<file path="src/rtl/sync_sp_ram_pkg.sv">
package sync_sp_ram_pkg;
  typedef enum logic [1:0] {
    OP_HOLD  = 2'd0,
    OP_READ  = 2'd1,
    OP_WRITE = 2'd2
  } ram_op_e;
endpackage

</file>
<file path="src/rtl/sync_sp_ram_ctl.sv">
module sync_sp_ram_ctl
  import sync_sp_ram_pkg::*;
(
  input  logic    sel_n,
  input  logic    wr_n,
  output ram_op_e op
);
  always_comb begin
    if (sel_n)      op = OP_HOLD;
    else if (!wr_n) op = OP_WRITE;
    else            op = OP_READ;
  end
endmodule

</file>
<file path="src/rtl/sync_sp_ram_store.sv">
module sync_sp_ram_store
  import sync_sp_ram_pkg::*;
#(
  parameter int ADDR_W     = 4,
  parameter int DATA_W     = 8,
  parameter bit OUT_RST_EN = 1'b1
) (
  input  logic              clk,
  input  logic              rst,
  input  ram_op_e           op,
  input  logic [ADDR_W-1:0] addr,
  input  logic [DATA_W-1:0] wdata,
  output logic [DATA_W-1:0] q
);
  localparam int DEPTH = 1 << ADDR_W;

  logic [DATA_W-1:0] mem [DEPTH];

  // storage: write port only, no reset so block RAM can be inferred
  always_ff @(posedge clk) begin
    if (op == OP_WRITE) mem[addr] <= wdata;
  end

  // write-first output register with optional synchronous clear
  always_ff @(posedge clk) begin
    if (OUT_RST_EN && rst) q <= '0;
    else if (op == OP_WRITE) q <= wdata;
    else if (op == OP_READ) q <= mem[addr];
  end
endmodule

</file>
<file path="src/rtl/sync_sp_ram.sv">
module sync_sp_ram
  import sync_sp_ram_pkg::*;
#(
  parameter int ADDR_W     = 4,
  parameter int DATA_W     = 8,
  parameter bit OUT_RST_EN = 1'b1
) (
  input  logic              clk,
  input  logic              rst,
  input  logic              sel_n,
  input  logic              wr_n,
  input  logic [ADDR_W-1:0] addr,
  input  logic [DATA_W-1:0] wdata,
  output logic [DATA_W-1:0] rdata
);
  ram_op_e op;

  sync_sp_ram_ctl u_ctl (
    .sel_n (sel_n),
    .wr_n  (wr_n),
    .op    (op)
  );

  sync_sp_ram_store #(
    .ADDR_W     (ADDR_W),
    .DATA_W     (DATA_W),
    .OUT_RST_EN (OUT_RST_EN)
  ) u_store (
    .clk   (clk),
    .rst   (rst),
    .op    (op),
    .addr  (addr),
    .wdata (wdata),
    .q     (rdata)
  );
endmodule

</file>
<file path="config.mk">
export PLATFORM = sky130hd
export DESIGN_NAME = sync_sp_ram
export DESIGN_NICKNAME = d
export VERILOG_FILES = /design/src/rtl/sync_sp_ram_pkg.sv /design/src/rtl/sync_sp_ram_ctl.sv /design/src/rtl/sync_sp_ram_store.sv /design/src/rtl/sync_sp_ram.sv
export SDC_FILE = /design/constraint.sdc
export NUM_CORES = 1
export LEC_CHECK = 0
export ABC_AREA = 1
export BUFFER_PORTS_ARGS = -buffer_cell sky130_fd_sc_hd__buf_2
export CORE_ASPECT_RATIO = 0.7
export CORE_MARGIN = 8
export CORE_UTILIZATION = 45
export CTS_BUF_LIST = sky130_fd_sc_hd__clkbuf_4 sky130_fd_sc_hd__clkbuf_8
export DETAILED_ROUTE_END_ITERATION = 8
export GPL_TIMING_DRIVEN = 0
export HOLD_SLACK_MARGIN = 0.03
export PLACE_DENSITY = 0.68
export SLEW_MARGIN = 10
export SYNTH_ARGS = -nofsm -noshare
export SYNTH_HDL_FRONTEND = slang
export SYNTH_SLANG_ARGS = --single-unit
</file>
<file path="constraint.sdc">
create_clock -name clk -period 2.56 [get_ports clk]
set_clock_uncertainty 0.2 [all_clocks]
set_input_delay 0.256 -clock clk [delete_from_list [all_inputs] [get_ports clk]]
set_output_delay 0.256 -clock clk [all_outputs]
set_load 0.02 [all_outputs]
</file>
## After elaboration in Yosys (flattened, before gate mapping)

Memories as Yosys holds them, arrays and structs flattened. A register that Yosys moved wholly into a read port is not among the register bits.
Index checks and enable logic that the tools add are counted.

| storage, ports and cells | value |
|---|---|
| input bits | 16 |
| bits in read-only memories | 0 |
| register bits | 0 |
| bits in writable memories | 128 |
| output and inout bits | 8 |
| memories | 1 |
| bits in latches | 0 |

| cells by class | value |
|---|---|
| reduce and logical (&&, ||, !) cells | 1 |
| divide/modulo/power cells | 0 |
| muxes and demuxes | 4 |
| order comparisons | 0 |
| multiply operators | 0 |
| shifts and indexed selects | 0 |
| add/sub/neg operators | 0 |
| equality and inequality tests | 2 |
| bitwise gates (word level) | 0 |

Memories:

| name | depth | width | read ports | clocked after Yosys merged registers in | wr ports | RTL line | text |
|---|---|---|---|---|---|---|---|
| u_store.mem | 16 | 8 | 1 | 1 | 1 | sync_sp_ram_store.sv:17 | `logic [DATA_W-1:0] mem [DEPTH];` |

Operators with widths:

| cell | number |
|---|---|
| two-way mux 2 bit | 2 |
| equality test 2 x 1 -> 1 bit, second input constant | 1 |
| equality test 2 bit, second input constant | 1 |
| two-way mux 1 bit | 2 |
| nonzero test 2 bit | 1 |

## Longest topological paths before layout

Gate-level depths: netlist (run 1).

| depth | value |
|---|---|
| word-level depth | 5 |
| depth in mapped cells | 11 |
| gate-level depth less buffers | 9 |

## Hierarchy

A second synthesis (run 1) with hierarchy kept.

| second synthesis, totals | value |
|---|---|
| cell total of the unflattened synthesis | 511 |
| area total of the unflattened synthesis | 5,683.0 µm² |

By module, submodules not included:

| module | area each (µm²) | sequential area each (µm²) | times used | cells an instance |
|---|---|---|---|---|
| sync_sp_ram_store | 5,669.2 | 4,003.8 | 1 | 508 |
| sync_sp_ram_ctl | 13.8 | 0.0 | 1 | 3 |

## Worst setup path after synthesis (run 1)

Ideal clock, no wire load.

| timing path | value |
|---|---|
| path kind | input-to-reg |
| start | input port addr[1] |
| end | memory u_store.mem[14][0], enable pin |
| arrival time | 1,244 ps |
| required time | 1,990 ps |
| setup slack | 746 ps |
| stages | 4 |
| path through | buf_2 clkbuf_1 nand3_1 nor2_1 |

RTL lines:

| item | RTL line | text |
|---|---|---|
| start, declared | sync_sp_ram.sv:12 | `input logic [ADDR_W-1:0] addr,` |
| end, declared | sync_sp_ram_store.sv:17 |  |

Straight into the memory's write port.

## Worst setup path after layout (run 1)

| timing path | value |
|---|---|
| start | input port sel_n |
| end | memory u_store.mem[10][1], enable pin |

| between the ends | value |
|---|---|
| word-level cells in the longest chain between the ends | 4 |

Ends and longest elaborated chain:

| item | RTL line | text |
|---|---|---|
| start, declared | sync_sp_ram.sv:10 | `input logic sel_n,` |
| two-way mux 2 bit | sync_sp_ram_ctl.sv:9 | `if (sel_n) op = OP_HOLD;` |
| equality test 2 bit | sync_sp_ram_store.sv:21 | `if (op == OP_WRITE) mem[addr] <= wdata;` |
| two-way mux 1 bit | sync_sp_ram_store.sv:21 |  |
| two-way mux 1 bit (implied by the code) | sync_sp_ram_store.sv:21 |  |

No other way between the ends.

==> flow_metrics.tcl, run 1 <==
set metrics [dict create \
    grt_overflow 0 \
    final_max_slew_viol_count 0 \
    hold_class "in -> reg" \
    min_period_ps 2440 \
    drt_iter0_drc 484 \
    synth_area_mm2 0.00567 \
    syn_avg_cell_area_um2 10.5 \
    routedWlPerCell_um 20.2 \
    grt_usage_pct 19.9 \
    fin_util_pct 51.7 \
    combPwrFrac_pct 7.3 \
    cts_buffers 17 \
    worstHoldPathCells 1 \
    tns_ps 0 \
    drc 0 \
    power.switching_uw 1100 \
    status "completed" \
    ir_drop_mv 0.485 \
    ios 24 \
    end_kind "flop" \
    firstDrtPassIters 5 \
    detail-route-antenna-nets 0 \
    fillers 1076 \
    core_mm2 0.0124 \
    seq_area_frac_synth_pct 70.6 \
    cts_root_buf "clkbuf_8" \
    hold_viol 0 \
    cts_sinks 136 \
    grt_antenna_before_repair 0 \
    yosys_warnings 0 \
    seq_power_share_pct 53.8 \
    area_delta_synth_final_pct 12.8 \
    final_nets 596 \
    path_clk_slew_ps 80 \
    post-route-period-util_pct 95.2 \
    grt_max_degree 18 \
    r2r_start "u_store.mem[8][7]" \
    rows 34 \
    p_leak_uw 0.00260 \
    switching_share_pct 23.9 \
    syn_inst 538 \
    grt_pass1_wl_um 23400 \
    fp.dieW_um 150 \
    drive_gt1_share_pct 11.8 \
    critPathKind "in -> reg" \
    crit_path_start "sel_n" \
    synth_nets 554 \
    clk-insertion-delay-late_ps 440 \
    viasPerCell 5.34 \
    tritoncts "yes" \
    drv_cap 0 \
    fin_total_pwr_uw 4590 \
    holdWs_ps 63.8 \
    hold_start "wdata[3]" \
    vias 4031 \
    fmax_ghz 0.410 \
    worst_pin_slew_ps 1020 \
    cp.arrival_ps 2300 \
    required_ps 2420 \
    place_hpwl_um 10200 \
    post_cts_buffers 0 \
    power_density_mw_per_mm2 718 \
    wirelength_um 15300 \
    grt_pass1_vias 4055 \
    cts_htree_levels 4 \
    fp.dieH_um 110 \
    rsz0062_at_grt "false" \
    die-area_mm2 0.0165 \
    startpoint_type "input port" \
    routabilityCongestion 0.890 \
    power_frac_clock_pct 38.9 \
    ctsLongestPathBuffers 2 \
    reg2reg_depth 9 \
    initial_core_util_pct 45.8 \
    setup_viol 0 \
    ys_seq_elements 136 \
    p_int_uw 3490 \
    diodes 0 \
    port_buffers 20 \
    synth_cell_type_count 15 \
    relSlewSlack_pct 31.6 \
    cp_max_fo 10 \
]
==> power by group through the flow <==
stage / registers [uW] / clock network (uW) / logic (uW)
floorplan: 2530 / 0 / 172
global placement: 2520 / 0 / 317
detailed placement: 2520 / 0 / 322
CTS: 2470 / 1790 / 327
global route: 2470 / 1890 / 365
finish: 2470 / 1790 / 333
==> layout make-up <==
cell class | instances | area [um^2] | area share (%)
Sequential cell | 136 | 4000 | 62.6
Inverter | 10 | 37.5 | 0.587
Timing Repair Buffer | 23 | 130 | 2.03
Tap cell | 162 | 203 | 3.17
Buffer | 25 | 134 | 2.09
Clock buffer | 17 | 234 | 3.66
Multi-Input combinational cell | 367 | 1500 | 23.4
Clock inverter | 15 | 159 | 2.48
==> stage by stage <==
step           instances  worst slack, ps  instance area, um^2
2_1_floorplan        538              746                 5670
4_1_cts              755              188                 6400
6_report             755              122                 6400
5_1_grt              755             94.3                 6400
3_3_place_gp         720             46.0                 5970
3_5_place_dp         720             27.0                 5970
==> synthesized netlist by cell type <==
cell      count  area [um^2]
a21oi_1       8         40.0
buf_1         1         3.75
buf_2        17         85.1
buf_4         5         37.5
clkbuf_1      2         7.51
dfxtp_1       8          160
edfxtp_1    128         3840
inv_1         9         33.8
inv_2         1         3.75
nand2_1     269         1010
nand3_1      48          240
nor2_1       20         75.1
o21ai_0       8         40.0
o21ai_1       6         30.0
o21bai_1      8         60.1
==> layout by cell type (no fill, tap or decap), types with 3 or more instances in the layout <==
master,Yosys,layout
edfxtp_1,128,128
o21ai_1,6,6
dfxtp_1,8,8
a21oi_1,8,8
nand2_1,269,269
nor2_1,20,20
dlygate4sd3_1,0,3
clkbuf_8,0,17
o21ai_0,8,8
clkinv_1,0,5
o21bai_1,8,8
clkinvlp_4,0,3
buf_4,5,5
bufinv_16,0,3
buf_2,17,37
inv_1,9,9
nand3_1,48,48
==> kinds of logic after synthesis <==
kind of cell | after synthesis | synth area share, %
and+or+nand+nor | 337 | 23.4
buffers and inverters | 35 | 3.02
DFF | 136 | 70.6
AOI/OAI and AO/OA | 30 | 3.00
==> sequential cells by signal, indices dropped and copies added, names as in the netlist <==
| name | flops |
|---|---|
| u_store.mem | 128 |
| u_store.q | 8 |
==> final timing paths <==
kind / to / slack [ps]
setup / recovery: u_store.mem[10][1] / 120
setup reg to reg: u_store.q[7] / 580
hold / removal: u_store.mem[13][3] / 60
hold reg to reg: u_store.q[3] / 260
==> per-layer routing <==
| layer | track usage [%] | wire [um] |
|---|---|---|
| met5 | 0 | 0 |
| met4 | 7.82 | 305 |
| met3 | 4.52 | 1280 |
| met2 | 29.4 | 6720 |
| met1 | 28.2 | 6960 |
==> worst max-delay path, stage by stage <==
cell and delay [ps]:
dlygate4sd3_1 530, buf_2 180, nor2_1 280, nand3_1 220, nor2_1 830
==> timing repair <==
item                      in CTS  in global routing
hold endpoints to repair       8                  0
hold buffers                   3                  0
gates resized for setup        0                  0
Power figures use the tool's default switching activity.
==> inputs of run 2 (changes only) <==
RECOVER_POWER = 50   (was default)
==> run 2 against run 1 <==
Sequential share of layout area rose by 0.20 points. Count of clock-buffer cells in the layout unchanged. Maximum frequency up 0.87%. Design area shrank 0.31%. Setup slack better by 21 ps. Total power about the same. Sequential cell count unchanged. Cell count unchanged. Largest cell class unchanged. Largest power group unchanged.
==> flow_metrics.tcl, run 2 (same netlist as run 1, synthesis figures left out) <==
set metrics [dict create \
    reg2reg_depth 9 \
    fp.dieH_um 110 \
    routabilityCongestion 0.890 \
    ios 24 \
    final_nets 596 \
    initial_core_util_pct 45.8 \
    ctsLongestPathBuffers 2 \
    cts_htree_levels 4 \
    crit_family "simple AND/OR/NAND/NOR gates" \
    cts_sinks 136 \
    post-route-period-util_pct 94.4 \
    relSlewSlack_pct 25.8 \
    drc 0 \
    rrSetupSlack_ps 570 \
    path_cells "dlygate4sd3_1 -> buf_2 -> nor2_1 -> nand3_1 -> nor2_1" \
    rsz0062_at_grt "false" \
    holdPathEnd "u_store.q[5]" \
    r2r_end "u_store.q[7]" \
    place_hpwl_um 10200 \
    power_density_mw_per_mm2 720 \
    largest_register_ffs 128 \
    diodes 0 \
    dpl_worst_slack_ps 27.0 \
    end_kind "flop" \
    p_leak_uw 0.00255 \
    grt_usage_pct 19.9 \
    detail-route-antenna-nets 0 \
    ir_drop_mv 0.485 \
    crit_top_cell "nor2_1" \
    grt_antenna_before_repair 0 \
    status "completed" \
    drive_gt1_share_pct 9.11 \
    viasPerCell 5.36 \
    cp_max_fo 10 \
    critPathKind "in -> reg" \
    min_period_ps 2420 \
    wirelength_um 15300 \
    top_regs "u_store.mem (128), u_store.q (8)" \
    worst_pin_slew_ps 1110 \
    final_max_slew_viol_count 0 \
    core_mm2 0.0124 \
    grt_overflow 0 \
    fmax_ghz 0.414 \
    drt_iter0_drc 509 \
    cts_root_buf "clkbuf_8" \
    port_buffers 20 \
    final_cell_mix "269 x nand2_1, 128 x edfxtp_1, 48 x nand3_1, 21 x buf_2, 20 x nor2_1" \
    cp_slowest_cell "nor2_1" \
    grt_max_degree 18 \
    startpoint_type "input port" \
    rows 34 \
    r2r_start "u_store.mem[8][7]" \
    required_ps 2420 \
    area_delta_synth_final_pct 12.4 \
    cts_buffers 17 \
    regMostFlops "u_store.mem" \
    tns_ps 0 \
    setup_viol 0 \
    grt_pass1_vias 4055 \
    grt_pass1_wl_um 23400 \
    hold_viol 0 \
    hold_start "wr_n" \
    tritoncts "yes" \
    routedWlPerCell_um 20.3 \
    firstDrtPassIters 5 \
    die-area_mm2 0.0165 \
    path_clk_slew_ps 80 \
    vias 4048 \
    worstHoldPathCells 4 \
    fp.dieW_um 150 \
    path_buf_inv 2 \
    clk-insertion-delay-late_ps 440 \
    fin_ws_ps 144 \
    layout_commonest_cell "nand2_1" \
    hold_class "in -> reg" \
    cp.arrival_ps 2280 \
    cts_resized 0 \
    drv_cap 0 \
    slowest_delay_ps 800 \
]
run 2: cell types whose count changed in the layout (fill, tap and decap cells not counted), sizes merged:
cell / before / now
buf: 43 / 27
clkbuf: 19 / 35
run 2: area by class of cell:
type / instances / area, um^2
plain buffers: 25 / 134
clock buffers: 17 / 234
clock inverters: 15 / 159
fillers: 1083 / 6000
inverters: 10 / 37.5
multi-input cells: 367 / 1500
flip-flops and latches: 136 / 4000
well taps: 162 / 203
repair buffers: 23 / 110
run 2: layer usage:
layer	track usage (%)	vias to the layer above	part of all wire, %	wire (um)
met3	4.52	27	7.8	1190
met4	7.82	0	1.8	279
met5	0	-	0	0
met2	29.4	180	44	6700
met1	28.2	1954	47	7120
li1	-	1887	-	-
run 2: metrics by stage:
step / instances / hold WS [ps] / area, um^2 / utilization [%] / total power [uW]
global placement: 720 / 244 / 5970 / 48.3 / 2840
finish: 755 / 110 / 6380 / 51.5 / 4590
CTS: 755 / 38.8 / 6400 / 51.7 / 4590
detailed placement: 720 / 246 / 5970 / 48.3 / 2840
global route: 755 / 128 / 6380 / 51.5 / 4730
floorplan: 538 / 155 / 5670 / - / 2700
run 2: worst max path at each step:
stage | startpoint | end | slack (ps) | cells past startpoint
5_1_grt | sel_n | u_store.mem[11][1] | 90 | 5
3_5_place_dp | addr[3] | u_store.mem[10][6] | 30 | 5
2_1_floorplan | addr[1] | u_store.mem[14][0] | 750 | 4
6_report | sel_n | u_store.mem[10][1] | 140 | 5
4_1_cts | sel_n | u_store.mem[10][1] | 190 | 5
3_3_place_gp | addr[3] | u_store.mem[9][0] | 50 | 5
run 2: power by group:
part	total [uW]	leakage [uW]	switching [uW]	internal (uW)
registers	2470	0.00122	9.78	2460
logic	330	0.00114	247	83.0
clock network	1790	0.000189	841	945
total	4590	0.00255	1100	3490
run 2: worst reg2reg max path, stage by stage, from the launching register on:
cell,delay (ps)
edfxtp_1,370
nand2_1,70
nand2_1,60
nand2_1,90
nand2_1,60
nand2_1,110
nand3_1,110
o21bai_1,160
a21oi_1,80
dlygate4sd3_1,570
run 2: repair_timing:
action,4_1_cts,5_1_grt
buffers inserted,0,0
hold endpoints to repair,8,0
hold buffers,3,0
endpoints found under the setup margin,0,0
